`src/rtl/pi_lf_pkg.sv`:
```
package pi_lf_pkg;
  localparam int NUM_COPIES = 3;

  typedef struct packed {
    logic                  update;
    logic [NUM_COPIES-1:0] injectHot;
  } lfStrobes_t;
endpackage

```
`src/rtl/pi_lf_sat_add.sv`:
```
module pi_lf_sat_add #(
  parameter int WIDTH = 16
) (
  input  logic [WIDTH-1:0] opA,
  input  logic [WIDTH-1:0] opB,
  output logic [WIDTH-1:0] sumOut
);
  localparam logic [WIDTH-1:0] POS_MAX = {1'b0, {(WIDTH-1){1'b1}}};
  localparam logic [WIDTH-1:0] NEG_MIN = {1'b1, {(WIDTH-1){1'b0}}};

  logic [WIDTH-1:0] rawSum;
  logic             overUp;
  logic             overDown;

  always_comb begin
    rawSum   = opA + opB;
    overUp   = !opA[WIDTH-1] && !opB[WIDTH-1] &&  rawSum[WIDTH-1];
    overDown =  opA[WIDTH-1] &&  opB[WIDTH-1] && !rawSum[WIDTH-1];
    if (overUp)        sumOut = POS_MAX;
    else if (overDown) sumOut = NEG_MIN;
    else               sumOut = rawSum;
  end
endmodule

```
`src/rtl/pi_lf_vote_reg.sv`:
```
module pi_lf_vote_reg
  import pi_lf_pkg::*;
#(
  parameter int WIDTH = 10
) (
  input  logic                  clk,
  input  logic                  rstN,
  input  logic                  loadEn,
  input  logic [WIDTH-1:0]      dIn,
  input  logic [NUM_COPIES-1:0] injectHot,
  input  logic [WIDTH-1:0]      injectMask,
  output logic [WIDTH-1:0]      voted
);
  logic [WIDTH-1:0] copyQ [NUM_COPIES];

  for (genvar k = 0; k < NUM_COPIES; k++) begin : gCopy
    logic [WIDTH-1:0] base;
    assign base = loadEn ? dIn : copyQ[k];
    always_ff @(posedge clk or negedge rstN) begin
      if (!rstN) copyQ[k] <= '0;
      else       copyQ[k] <= base ^ (injectHot[k] ? injectMask : '0);
    end
  end

  assign voted = (copyQ[0] & copyQ[1]) | (copyQ[0] & copyQ[2]) | (copyQ[1] & copyQ[2]);
endmodule

```
`src/rtl/pi_lf_ctrl.sv`:
```
module pi_lf_ctrl
  import pi_lf_pkg::*;
(
  input  logic       errValid,
  input  logic       faultEn,
  input  logic [1:0] faultCopy,
  output lfStrobes_t strobes
);
  always_comb begin
    strobes.update = errValid;
    for (int k = 0; k < NUM_COPIES; k++)
      strobes.injectHot[k] = faultEn && (int'(faultCopy) == k);
  end
endmodule

```
`src/rtl/pi_lf_datapath.sv`:
```
module pi_lf_datapath
  import pi_lf_pkg::*;
#(
  parameter int ERR_W    = 10,
  parameter int ACC_W    = 16,
  parameter int VOTE_W   = 10
) (
  input  logic               clk,
  input  logic               rstN,
  input  lfStrobes_t         strobes,
  input  logic [ERR_W-1:0]   errIn,
  input  logic [VOTE_W-1:0]  faultMask,
  output logic [ACC_W-1:0]   accNow,
  output logic [ERR_W:0]     outReg
);
  localparam int SUM_W = ERR_W + 1;
  localparam int LOW_W = ACC_W - VOTE_W;

  logic [ACC_W-1:0] errWide;
  logic [ACC_W-1:0] accNext;
  logic [SUM_W-1:0] propTerm;
  logic [SUM_W-1:0] intTerm;
  logic [SUM_W-1:0] sumSat;
  logic [VOTE_W-1:0] hiVoted;
  logic [LOW_W-1:0]  loQ;

  assign errWide  = {{(ACC_W-ERR_W){errIn[ERR_W-1]}}, errIn};
  assign propTerm = {errIn[ERR_W-1], errIn};
  assign accNow   = {hiVoted, loQ};

  pi_lf_sat_add #(.WIDTH(ACC_W)) uAccAdd (
    .opA(accNow), .opB(errWide), .sumOut(accNext)
  );

  assign intTerm = accNext[ACC_W-1 -: SUM_W];

  pi_lf_sat_add #(.WIDTH(SUM_W)) uSumAdd (
    .opA(propTerm), .opB(intTerm), .sumOut(sumSat)
  );

  pi_lf_vote_reg #(.WIDTH(VOTE_W)) uHiBits (
    .clk(clk), .rstN(rstN), .loadEn(strobes.update),
    .dIn(accNext[ACC_W-1 -: VOTE_W]), .injectHot(strobes.injectHot),
    .injectMask(faultMask), .voted(hiVoted)
  );

  always_ff @(posedge clk or negedge rstN) begin
    if (!rstN) begin
      loQ    <= '0;
      outReg <= '0;
    end else if (strobes.update) begin
      loQ    <= accNext[LOW_W-1:0];
      outReg <= sumSat;
    end
  end
endmodule

```
`src/rtl/pi_loop_filter.sv`:
```
module pi_loop_filter
  import pi_lf_pkg::*;
#(
  parameter int ERR_W  = 10,
  parameter int ACC_W  = 16,
  parameter int VOTE_W = 10
) (
  input  logic              clk,
  input  logic              rstN,
  input  logic [ERR_W-1:0]  errIn,
  input  logic              errValid,
  input  logic              faultEn,
  input  logic [1:0]        faultCopy,
  input  logic [VOTE_W-1:0] faultMask,
  output logic [ERR_W-1:0]  ctrlWord
);
  lfStrobes_t       strobes;
  logic [ACC_W-1:0] accNow;
  logic [ERR_W:0]   outReg;

  pi_lf_ctrl uCtrl (
    .errValid(errValid), .faultEn(faultEn), .faultCopy(faultCopy), .strobes(strobes)
  );

  pi_lf_datapath #(.ERR_W(ERR_W), .ACC_W(ACC_W), .VOTE_W(VOTE_W)) uDp (
    .clk(clk), .rstN(rstN), .strobes(strobes), .errIn(errIn),
    .faultMask(faultMask), .accNow(accNow), .outReg(outReg)
  );

  assign ctrlWord = {~outReg[ERR_W], outReg[ERR_W-1:1]};
endmodule

```
`config.mk`:
```
export PLATFORM = sky130hd
export DESIGN_NAME = pi_loop_filter
export DESIGN_NICKNAME = d
export VERILOG_FILES = /design/src/rtl/pi_lf_pkg.sv /design/src/rtl/pi_lf_sat_add.sv /design/src/rtl/pi_lf_vote_reg.sv /design/src/rtl/pi_lf_ctrl.sv /design/src/rtl/pi_lf_datapath.sv /design/src/rtl/pi_loop_filter.sv
export SDC_FILE = /design/constraint.sdc
export NUM_CORES = 1
export LEC_CHECK = 0
export ABC_AREA = 1
export BUFFER_PORTS_ARGS = -buffer_cell sky130_fd_sc_hd__buf_2
export CELL_PAD_IN_SITES_DETAIL_PLACEMENT = 1
export CELL_PAD_IN_SITES_GLOBAL_PLACEMENT = 2
export CORE_UTILIZATION = 37
export DETAILED_ROUTE_END_ITERATION = 8
export PLACE_DENSITY = 0.85
export RECOVER_POWER = 50
export SYNTH_ARGS = -nofsm -noshare
export SYNTH_HDL_FRONTEND = slang
export SYNTH_SLANG_ARGS = --single-unit
export TNS_END_PERCENT = 100
```
`constraint.sdc`:
```
create_clock -name clk -period 6.55 [get_ports clk]
set_input_delay 0 -clock clk [delete_from_list [all_inputs] [get_ports clk]]
set_output_delay 0 -clock clk [all_outputs]
set_load 0.05 [all_outputs]
```
## After elaboration in Yosys (flattened, before gate mapping)

Cells that the tools add are included.
W data, S select, Z words.

| storage, ports and cells | value |
|---|---|
| input port bits | 26 |
| register bits | 47 |
| word-level logic and storage cells | 45 |

| operators by class | value |
|---|---|
| reductions and logical operators | 17 |
| multiplexer cells | 10 |
| eq/ne operators | 2 |
| bitwise operators | 9 |
| $add $sub $neg | 2 |

Operator list:

| operator | number |
|---|---|
| $mux W10 | 6 |
| $mux W16 | 2 |
| $and A10 B10 Y10 | 3 |
| $xor A10 B10 Y10 | 3 |
| $mux W11 | 2 |
| $or A10 B10 Y10 | 2 |
| $add A16 B16 Y16 | 1 |
| $add A11 B11 Y11 | 1 |
| $logic_and A1 B1 Y1 | 11 |
| $logic_not A1 Y1 | 5 |
| $eq A2 B2 Y1 const B | 2 |
| $logic_not A2 Y1 | 1 |
| $not A1 Y1 | 1 |

## Longest topological paths before layout

Gate-level depths: netlist of run 1.

| logic depth | value |
|---|---|
| depth after elaboration | 13 |
| gate-level depth with buffers | 27 |

## Hierarchy

From an unflattened synthesis of run 1, not the netlist that was laid out.

| second synthesis, totals | value |
|---|---|
| cell total of the unflattened synthesis | 682 |
| area, all modules | 4189.0 um^2 |

Modules (own cells, without submodules):

| module | times used | cells an instance | seq. area each (um^2) | area an instance (um^2) |
|---|---|---|---|---|
| pi_lf_vote_reg | 1 | 288 | 750.7 | 1788.0 |
| pi_lf_sat_add at uDp.uAccAdd | 1 | 208 | 0.0 | 1069.8 |
| pi_lf_datapath | 1 | 72 | 425.4 | 680.7 |
| pi_lf_sat_add at uDp.uSumAdd | 1 | 105 | 0.0 | 613.1 |
| pi_lf_ctrl | 1 | 8 | 0.0 | 33.8 |
| pi_loop_filter | 1 | 1 | 0.0 | 3.8 |

## Least setup slack after synthesis of run 1

Ideal clock, no wire load.

| path | value |
|---|---|
| path kind | register to register |
| start | reg uDp.uHiBits.copyQ[2] (netlist bit) |
| end | reg uDp.outReg[5] |
| path buffers | 1 |
| data required time | 6.427 ns |
| arrival time | 4.115 ns |
| slack | 2.313 ns |
| cell stages (with the launch flop) | 27 |
| cell sequence | dfrtp_1 maj3_1 ha_1 a21oi_1 o21ai_0 a31oi_1 nand2_1 nand2_1 nand2_1 a21oi_1 fa_1 nand2_1 buf_2 a21boi_1 o21ai_2 nand2_1 ha_1 inv_1 o21bai_1 a31oi_1 nand3_1 nand2_1 inv_1 o21ai_1 nand2_1 inv_2 a21oi_1 |

| between the ends | value |
|---|---|
| word-level cells in the longest chain between the ends | 13 |
| elaborated cells between the ends (all ways) | 19 |
| classes of those cells | 2 x add/sub; 4 x mux; 4 x bitwise; 9 x reduce/logical |

Ends and longest elaborated chain:

| element | RTL line | text |
|---|---|---|
| start, declared | pi_lf_vote_reg.sv:14 | `logic [WIDTH-1:0] copyQ [NUM_COPIES];` |
| start signal, assigned by index | pi_lf_vote_reg.sv:21 | `else copyQ[k] <= base ^ (injectHot[k] ? injectMask : '0);` |
| $and A10 B10 Y10 | pi_lf_vote_reg.sv:25 | `assign voted = (copyQ[0] & copyQ[1]) \| (copyQ[0] & copyQ[2]) \| (copyQ[1] & copyQ[2]);` |
| $or A10 B10 Y10 | pi_lf_vote_reg.sv:25 |  |
| $or A10 B10 Y10 (*) | pi_lf_vote_reg.sv:25 |  |
| $add A16 B16 Y16 (*) | pi_lf_sat_add.sv:16 | `rawSum = opA + opB;` |
| $logic_not A1 Y1 | pi_lf_sat_add.sv:18 | `overDown = opA[WIDTH-1] && opB[WIDTH-1] && !rawSum[WIDTH-1];` |
| $logic_and A1 B1 Y1 | pi_lf_sat_add.sv:18 |  |
| $mux W16 | pi_lf_sat_add.sv:20 | `else if (overDown) sumOut = NEG_MIN;` |
| $mux W16 (*) | pi_lf_sat_add.sv:19 | `if (overUp) sumOut = POS_MAX;` |
| $add A11 B11 Y11 | pi_lf_sat_add.sv:16 |  |
| $logic_not A1 Y1 | pi_lf_sat_add.sv:18 |  |
| $logic_and A1 B1 Y1 | pi_lf_sat_add.sv:18 |  |
| $mux W11 | pi_lf_sat_add.sv:20 |  |
| $mux W11 (*) | pi_lf_sat_add.sv:19 |  |
| end signal, assigned | pi_lf_datapath.sv:53 | `outReg <= sumSat;` |
| end, declared | pi_lf_datapath.sv:14 | `output logic [ERR_W:0] outReg` |

Mark *: on every way between the ends. The rest lies on a longest branch, timed or not.
A chain may end at the register's enable or synchronous reset.

## Worst setup path after layout of run 1

| path | value |
|---|---|
| start | reg uDp.uHiBits.copyQ[2] (netlist bit) |
| end | reg uDp.outReg[8] |

The elaborated chain is that of the path after synthesis.

==> reports/metrics.yaml, run 1 <==
floorplanning:
  core_area_mm2: 0.00991
  dieArea_mm2: 0.0108
  start_util: 0.388
  num_io_pins: 36
  die_h_um: 104
  num_rows: 36
  die_x_um: 104
synth:
  synth_xor_area_frac: 0.0592
  synth_top_family_by_area: "simple AND/OR/NAND/NOR gates"
  synth_area_mm2: 0.00385
  syn-instance-count: 526
  synth_simple_gate_area_frac: 0.283
  synthMuxAreaShare: 0
  syn_nets: 585
  synth_top_area_frac: 0.299
  synth_edf_count: 0
  synth_ff_type: "dfrtp_1"
  synth_compound_area_frac: 0.142
  ys_seq_elements: 46
  synth_area_per_cell_um2: 7.31
  yosys_warnings: 0
  synthAdderAreaFrac: 0.126
  yosysTopAreaCell: "dfrtp_1"
  synthTopCellsByArea: "dfrtp_1 30%, nand2_1 11%, ha_1 9.8%"
  synth_seq_area_share: 0.299
  yosys.cell_types.count: 41
  synthArstFlopShare: 1.00
sta:
  rsz0062_at_grt: "no"
  post-route-period-util: 0.774
  finalCriticalPeriod_ns: 5.07
  fmax_ghz: 0.197
  final.setup.tns_ns: 0
  finClkSkew_ns: 0.0128
  slew_viol_final: 47
  worst_hold_slack_ns: 0.0213
  slew_headroom: -0.732
  hold_viol: 0
  final-setup-viol-count: 0
  fin_ws_ns: 1.48
  max_slew.worst_pin.slew_ns: 2.60
clock_network:
  cts_root_buf: "clkbuf_8"
  cts_buffers: 5
  clock_latency_ns: 0.31
  cts.sinks: 46
  clk_pin_slew_ns: 0.10
  htreeDepth: 2
  cts_tree: "done"
  post_cts_buffers: 0
  cts_buffer_depth: 2
drt:
  dr_wl_met2_mm: 5.18
  dr_total_vias: 3520
  dr_wl_met3_um: 366
  wl_met1_mm: 5.01
  antenna_left: 0
  drt-total-wl_mm: 10.7
  first_iter_violations: 100
  drc_errors: 0
  highest_layer: "met4"
  vias_per_cell: 5.11
  avgRoutedWirePerCell_um: 15.6
  drtPass1Iterations: 4
outcome:
  violations: "max-capacitance violations, max-slew violations"
  status: "finished, violations left"
global_route:
  antenna_found_initial: 0
  grt.total_usage: 0.210
  overflow: 0
  first_global_vias: 3819
  grt_max_degree: 47
  grt_pass1_wl_mm: 18.4
final_layout:
  final_cells: 689
  nets: 615
  fill_cells: 1294
  synthToLayoutAreaGrowth_pct: 9.89
  layout-drive-gt1-share: 0.121
  antennaDiodeCount: 0
worst_hold_path:
  hold_path.class: "in2reg"
  whs_endpoint: "uDp.uHiBits.copyQ[19]$_DFF_PN0_"
  whs_path_depth: 3
  hp-start: "faultEn"
worst_setup_path:
  crit_type: "reg2reg"
  ff2ff_setup_slack_ns: 1.48
  crit_path_start_kind: "flop"
  cp-startpoint: "uDp.uHiBits.copyQ[2]$_DFF_PN0_"
  cp_max_fo: 14
  r2r_cells: 25
  rr_startpoint: "uDp.uHiBits.copyQ[2]$_DFF_PN0_"
  cp_data_arrival_time_ns: 5.25
  cp.required_ns: 6.73
  crit_path_end_kind: "flop"
  reg2reg_to: "uDp.outReg[8]$_DFFE_PN0P_"
place:
  pre_cts_slack_ns: 1.54
  port_buffers: 35
  routabilityCongestion: 0.856
  dp.cells: 678
  place_hpwl_mm: 8.65
job:
  cap_violations: 1
stage by stage:
| stage | utilization | area, µm² |
|---|---|---|
| after global placement | 0.413 | 4090 |
| after detailed placement | 0.413 | 4090 |
| after floorplan | - | 3850 |
| final | 0.427 | 4230 |
| after global routing | 0.427 | 4230 |
| after CTS | 0.428 | 4240 |
flip-flops by register name, summed over array words and instances, names as in the netlist:
register,cells
uDp.loQ,6
uDp.uHiBits.copyQ,30
uDp.outReg,10
what timing repair did:
action                    in CTS  in global routing
hold endpoints to repair      52                  0
hold buffers                   4                  0
gates resized for setup        0                  0
cell type report:
type / instances / area [µm²] / area share
clock buffer: 6 / 82.6 / 0.0195
sequential: 46 / 1150 / 0.272
tap: 133 / 166 / 0.0394
timing repair buffer: 39 / 201 / 0.0477
multi-input combinational: 398 / 2350 / 0.555
clock inverter: 1 / 30.0 / 0.00710
inverter: 66 / 248 / 0.0586
routing by layer:
layer,track usage,vias up
li1,-,1762
met1,0.260,1690
met2,0.375,53
met3,0.0363,15
met4,0.0520,0
met5,0,-
worst max-delay path by stage:
stage | to | slack, ns | cells after the start
after detailed placement | uDp.outReg[8]$_DFFE_PN0P_ | 1.54 | 24
final | uDp.outReg[8]$_DFFE_PN0P_ | 1.48 | 25
after global placement | uDp.outReg[2]$_DFFE_PN0P_ | 1.72 | 24
after floorplan | uDp.outReg[5]$_DFFE_PN0P_ | 2.31 | 26
after global routing | uDp.outReg[8]$_DFFE_PN0P_ | 0.90 | 24
after CTS | uDp.outReg[8]$_DFFE_PN0P_ | 1.48 | 24
Yosys cell counts (3+ instances only):
cell type / number
a21oi_1: 26
a21oi_2: 4
a31oi_1: 3
buf_4: 10
clkbuf_1: 3
dfrtp_1: 46
fa_1: 3
ha_1: 30
inv_1: 62
inv_2: 3
maj3_1: 5
nand2_1: 113
nand2_2: 9
nand3_1: 28
nand3_2: 7
nand3b_1: 4
nand4_1: 10
nor2_1: 53
nor3_1: 8
o21ai_0: 23
o21ai_1: 17
o21ai_2: 5
o21bai_1: 3
xnor2_1: 7
xor2_1: 19
layout by cell type, fill, tap and decap left out, drive strengths merged:
| cell type | n |
|---|---|
| a21boi | 4 |
| a21o | 2 |
| a21oi | 30 |
| a31oi | 3 |
| buf | 24 |
| bufinv | 1 |
| clkbuf | 17 |
| clkinv | 1 |
| dfrtp | 46 |
| dlygate4sd3 | 4 |
| fa | 3 |
| ha | 30 |
| inv | 65 |
| maj3 | 5 |
| nand2 | 124 |
| nand3 | 35 |
| nand3b | 4 |
| nand4 | 10 |
| nor2 | 55 |
| nor3 | 8 |
| o21a | 2 |
| o21ai | 45 |
| o21bai | 4 |
| o22ai | 2 |
| o31ai | 1 |
| or2 | 5 |
| xnor2 | 7 |
| xor2 | 19 |
critical path, cell delays in order (launching register included):
cell and delay (ns):
dfrtp_1 0.39, maj3_1 0.35, ha_1 0.34, a21oi_1 0.26, o21ai_0 0.16, a31oi_1 0.21
nand2_1 0.09, nand2_1 0.08, nand2_1 0.05, a21oi_1 0.16, fa_1 0.45, nand2_1 0.42
a21boi_1 0.23, o21ai_1 0.12, nand2_1 0.08, ha_1 0.27, inv_1 0.11, o21bai_1 0.10
a31oi_1 0.21, nand3_1 0.11, nand2_1 0.12, inv_1 0.07, o21ai_1 0.17, nand2_1 0.11
inv_2 0.18, a21oi_1 0.09
cell families (layout without fill, tap and decap cells):
family                   count (synthesis)  after routing
AND/OR/NAND/NOR                        241            241
AO/OA/AOI/OAI                           93             93
buffers and inverters                   82            112
flip-flops                              46             46
adder cells (fa/ha/maj)                 38             38
XOR/XNOR                                26             26
Power of run 1 is left out: the tool's default activity adds up to more than one toggle a clock period on the data nets, which glitch-free logic cannot reach.
==> run 2: changes to the inputs <==
--- a/config.mk
+++ b/config.mk
@@ -9,9 +9,9 @@
 export BUFFER_PORTS_ARGS = -buffer_cell sky130_fd_sc_hd__buf_2
 export CELL_PAD_IN_SITES_DETAIL_PLACEMENT = 1
 export CELL_PAD_IN_SITES_GLOBAL_PLACEMENT = 2
-export CORE_UTILIZATION = 37
+export CORE_UTILIZATION = 31
 export DETAILED_ROUTE_END_ITERATION = 8
-export PLACE_DENSITY = 0.85
+export PLACE_DENSITY = 0.76
 export RECOVER_POWER = 50
 export SYNTH_ARGS = -nofsm -noshare
 export SYNTH_HDL_FRONTEND = slang
==> constraint.sdc (replaced) <==
create_clock -name clk -period 4.15 [get_ports clk]
set_input_delay 0 -clock clk [delete_from_list [all_inputs] [get_ports clk]]
set_output_delay 0 -clock clk [all_outputs]
set_load 0.05 [all_outputs]
==> run 2 against run 1 <==
  * Via count increased by 16%
  * Setup slack worse by 1.6 ns
  * The run ends with max-capacitance violations, max-slew violations, negative setup slack left
  * Register-to-register slack worse by 1.6 ns
  * Non-clock buffer count rose by 117
  * Final area is 39% higher
  * Sequential share of layout area shrank 7.6 points
  * Die area up 19%
  * Critical path depth stayed put
==> reports/metrics.yaml, run 2 (same netlist as run 1, synthesis figures left out) <==
worst_hold_path:
  hold_path.class: "in2reg"  # unchanged
floorplanning:
  dieArea_mm2: 0.0129  # was 0.0108 mm²
  die_h_um: 113  # was 104 µm
  num_rows: 40  # was 36
  die_x_um: 113  # was 104 µm
  num_io_pins: 36  # unchanged
  core_area_mm2: 0.0121  # was 0.00991 mm²
  start_util: 0.319  # was 0.388
sta:
  final.setup.tns_ns: -0.948  # was 0 ns
  finClkSkew_ns: 0.00520  # was 0.0128 ns
  rsz0062_at_grt: "yes"  # was no
  fmax_ghz: 0.235  # was 0.197 GHz
  slew_headroom: -0.816  # was -0.732
  post-route-period-util: 1.02  # was 0.774
  fin_ws_ns: -0.102  # was 1.48 ns
  slew_viol_final: 47  # unchanged
  worst_hold_slack_ns: 0.00132  # was 0.0213 ns
  hold_viol: 0  # unchanged
  finalCriticalPeriod_ns: 4.25  # was 5.07 ns
  final-setup-viol-count: 10  # was 0
  max_slew.worst_pin.slew_ns: 2.72  # was 2.60 ns
global_route:
  antenna_found_initial: 0  # unchanged
  grt_pass1_wl_mm: 22.1  # was 18.4 mm
  overflow: 0  # unchanged
  grt_max_degree: 47  # unchanged
  grt.total_usage: 0.221  # was 0.210
  first_global_vias: 4464  # was 3819
final_layout:
  multi_input_area_mm2: 0.00297  # was 0.00235 mm²
  layout_commonest_cell: "buf_4"  # was nand2_1
  seqCellArea_mm2: 0.00115  # unchanged
  layout-drive-gt1-share: 0.422  # was 0.121
  mostFrequentLayoutCells: "108 x buf_4, 94 x nand2_1, 53 x inv_1, 50 x nor2_1, 46 x dfrtp_1"  # was 113 x nand2_1, 62 x inv_1, 53 x nor2_1, 46 x dfrtp_1, 30 x ha_1
  largest_register: "uDp.uHiBits.copyQ"  # unchanged
  nets: 733  # was 615
  reg_top3: "uDp.uHiBits.copyQ: 30 flops, uDp.outReg: 10 flops, uDp.loQ: 6 flops"  # unchanged
  antennaDiodeCount: 0  # unchanged
  synthToLayoutAreaGrowth_pct: 52.3  # was 9.89%
  fill_cells: 1467  # was 1294
  largest_reg_flops: 30  # unchanged
worst_setup_path:
  crit_path_end_kind: "flop"  # unchanged
  cpMaxStageDelayCell: "fa_2"  # was fa_1
  cp.required_ns: 4.34  # was 6.73 ns
  cp_slowest_stage_delay_ns: 0.51  # was 0.45 ns
  reg2reg_to: "uDp.outReg[7]$_DFFE_PN0P_"  # was uDp.outReg[8]$_DFFE_PN0P_
  cp-startpoint: "uDp.uHiBits.copyQ[4]$_DFF_PN0_"  # was uDp.uHiBits.copyQ[2]$_DFF_PN0_
  ff2ff_setup_slack_ns: -0.10  # was 1.48 ns
  crit_type: "reg2reg"  # unchanged
  r2r_cells: 25  # unchanged
  cp_max_fo: 8  # was 14
  crit_path_start_kind: "flop"  # unchanged
  cp_data_arrival_time_ns: 4.44  # was 5.25 ns
  rr_startpoint: "uDp.uHiBits.copyQ[4]$_DFF_PN0_"  # was uDp.uHiBits.copyQ[2]$_DFF_PN0_
  endpoint: "uDp.outReg[7]$_DFFE_PN0P_"  # was uDp.outReg[8]$_DFFE_PN0P_
clock_network:
  cts_root_buf: "clkbuf_16"  # was clkbuf_8
  cts_buffers: 5  # unchanged
  cts_buffer_depth: 2  # unchanged
  htreeDepth: 2  # unchanged
  cts_tree: "done"  # unchanged
  cts.sinks: 46  # unchanged
  clk_pin_slew_ns: 0.07  # was 0.10 ns
  clock_latency_ns: 0.30  # was 0.31 ns
drt:
  drtPass1Iterations: 4  # unchanged
  dr_total_vias: 4070  # was 3520
  drc_errors: 0  # unchanged
  avgRoutedWirePerCell_um: 17.1  # was 15.6 µm
  first_iter_violations: 100  # unchanged
  antenna_left: 0  # unchanged
  vias_per_cell: 4.83  # was 5.11
  drt-total-wl_mm: 14.4  # was 10.7 mm
outcome:
  status: "finished, violations left"  # unchanged
  violations: "max-capacitance violations, max-slew violations, negative setup slack"  # was max-capacitance violations, max-slew violations
place:
  place_hpwl_mm: 9.73  # was 8.65 mm
  routabilityCongestion: 0.870  # was 0.856
  pre_cts_slack_ns: -0.449  # was 1.54 ns
  port_buffers: 35  # unchanged
job:
  cap_violations: 1  # unchanged
run 2: routing by layer:
| layer | up-vias | wire [µm] | global-route usage |
|---|---|---|---|
| li1 | 2005 | - | - |
| met3 | 32 | 297 | 0.0329 |
| met1 | 1970 | 6150 | 0.260 |
| met4 | 0 | 459 | 0.0579 |
| met5 | - | 0 | 0 |
| met2 | 63 | 7470 | 0.416 |
run 2: cell type report:
| class | instances | area share |
|---|---|---|
| clock buffer | 6 | 0.0220 |
| clock inverter | 2 | 0.00235 |
| inverter | 66 | 0.0440 |
| multi-input combinational | 399 | 0.507 |
| sequential | 46 | 0.197 |
| tap | 168 | 0.0359 |
| timing repair buffer | 156 | 0.192 |
run 2: stage by stage:
| step | instances | cell area (µm²) | util |
|---|---|---|---|
| 2_1_floorplan | 526 | 3860 | - |
| 3_3_place_gp | 798 | 4780 | 0.396 |
| 3_5_place_dp | 798 | 4780 | 0.396 |
| 4_1_cts | 829 | 5490 | 0.455 |
| 5_1_grt | 843 | 5860 | 0.486 |
| 6_report | 843 | 5860 | 0.486 |
run 2: worst min path at each step:
stage	startpoint	to	slack, ns	cells past startpoint
final	faultMask[6]	uDp.uHiBits.copyQ[26]$_DFF_PN0_	0.001	3
after global routing	faultMask[6]	uDp.uHiBits.copyQ[26]$_DFF_PN0_	0.01	3
after CTS	faultMask[6]	uDp.uHiBits.copyQ[26]$_DFF_PN0_	0.0006	3
after detailed placement	rstN	uDp.loQ[2]$_DFFE_PN0P_	0.29	1
after global placement	rstN	uDp.loQ[2]$_DFFE_PN0P_	0.26	1
after floorplan	rstN	uDp.loQ[0]$_DFFE_PN0P_	-0.30	0
run 2: repair_timing:
action | 4_1_cts | 5_1_grt
pin swaps | 32 | 33
hold endpoints to repair | 50 | 0
buffers inserted | 20 | 13
gates cloned | 0 | 1
hold buffers | 3 | 0
endpoints found under the setup margin | 10 | 10
resized for setup | 87 | 58
run 2: worst max-delay path, delay by kind of cell, from the launching register on:
kind                     cells  cell delay (ns)
adder cells (fa/ha/maj)      4             1.36
AO/OA/AOI/OAI                9             1.14
AND/OR/NAND/NOR              9             0.92
flip-flops                   1             0.40
buffers and inverters        3             0.30
Power of run 2 is left out for the same reason.
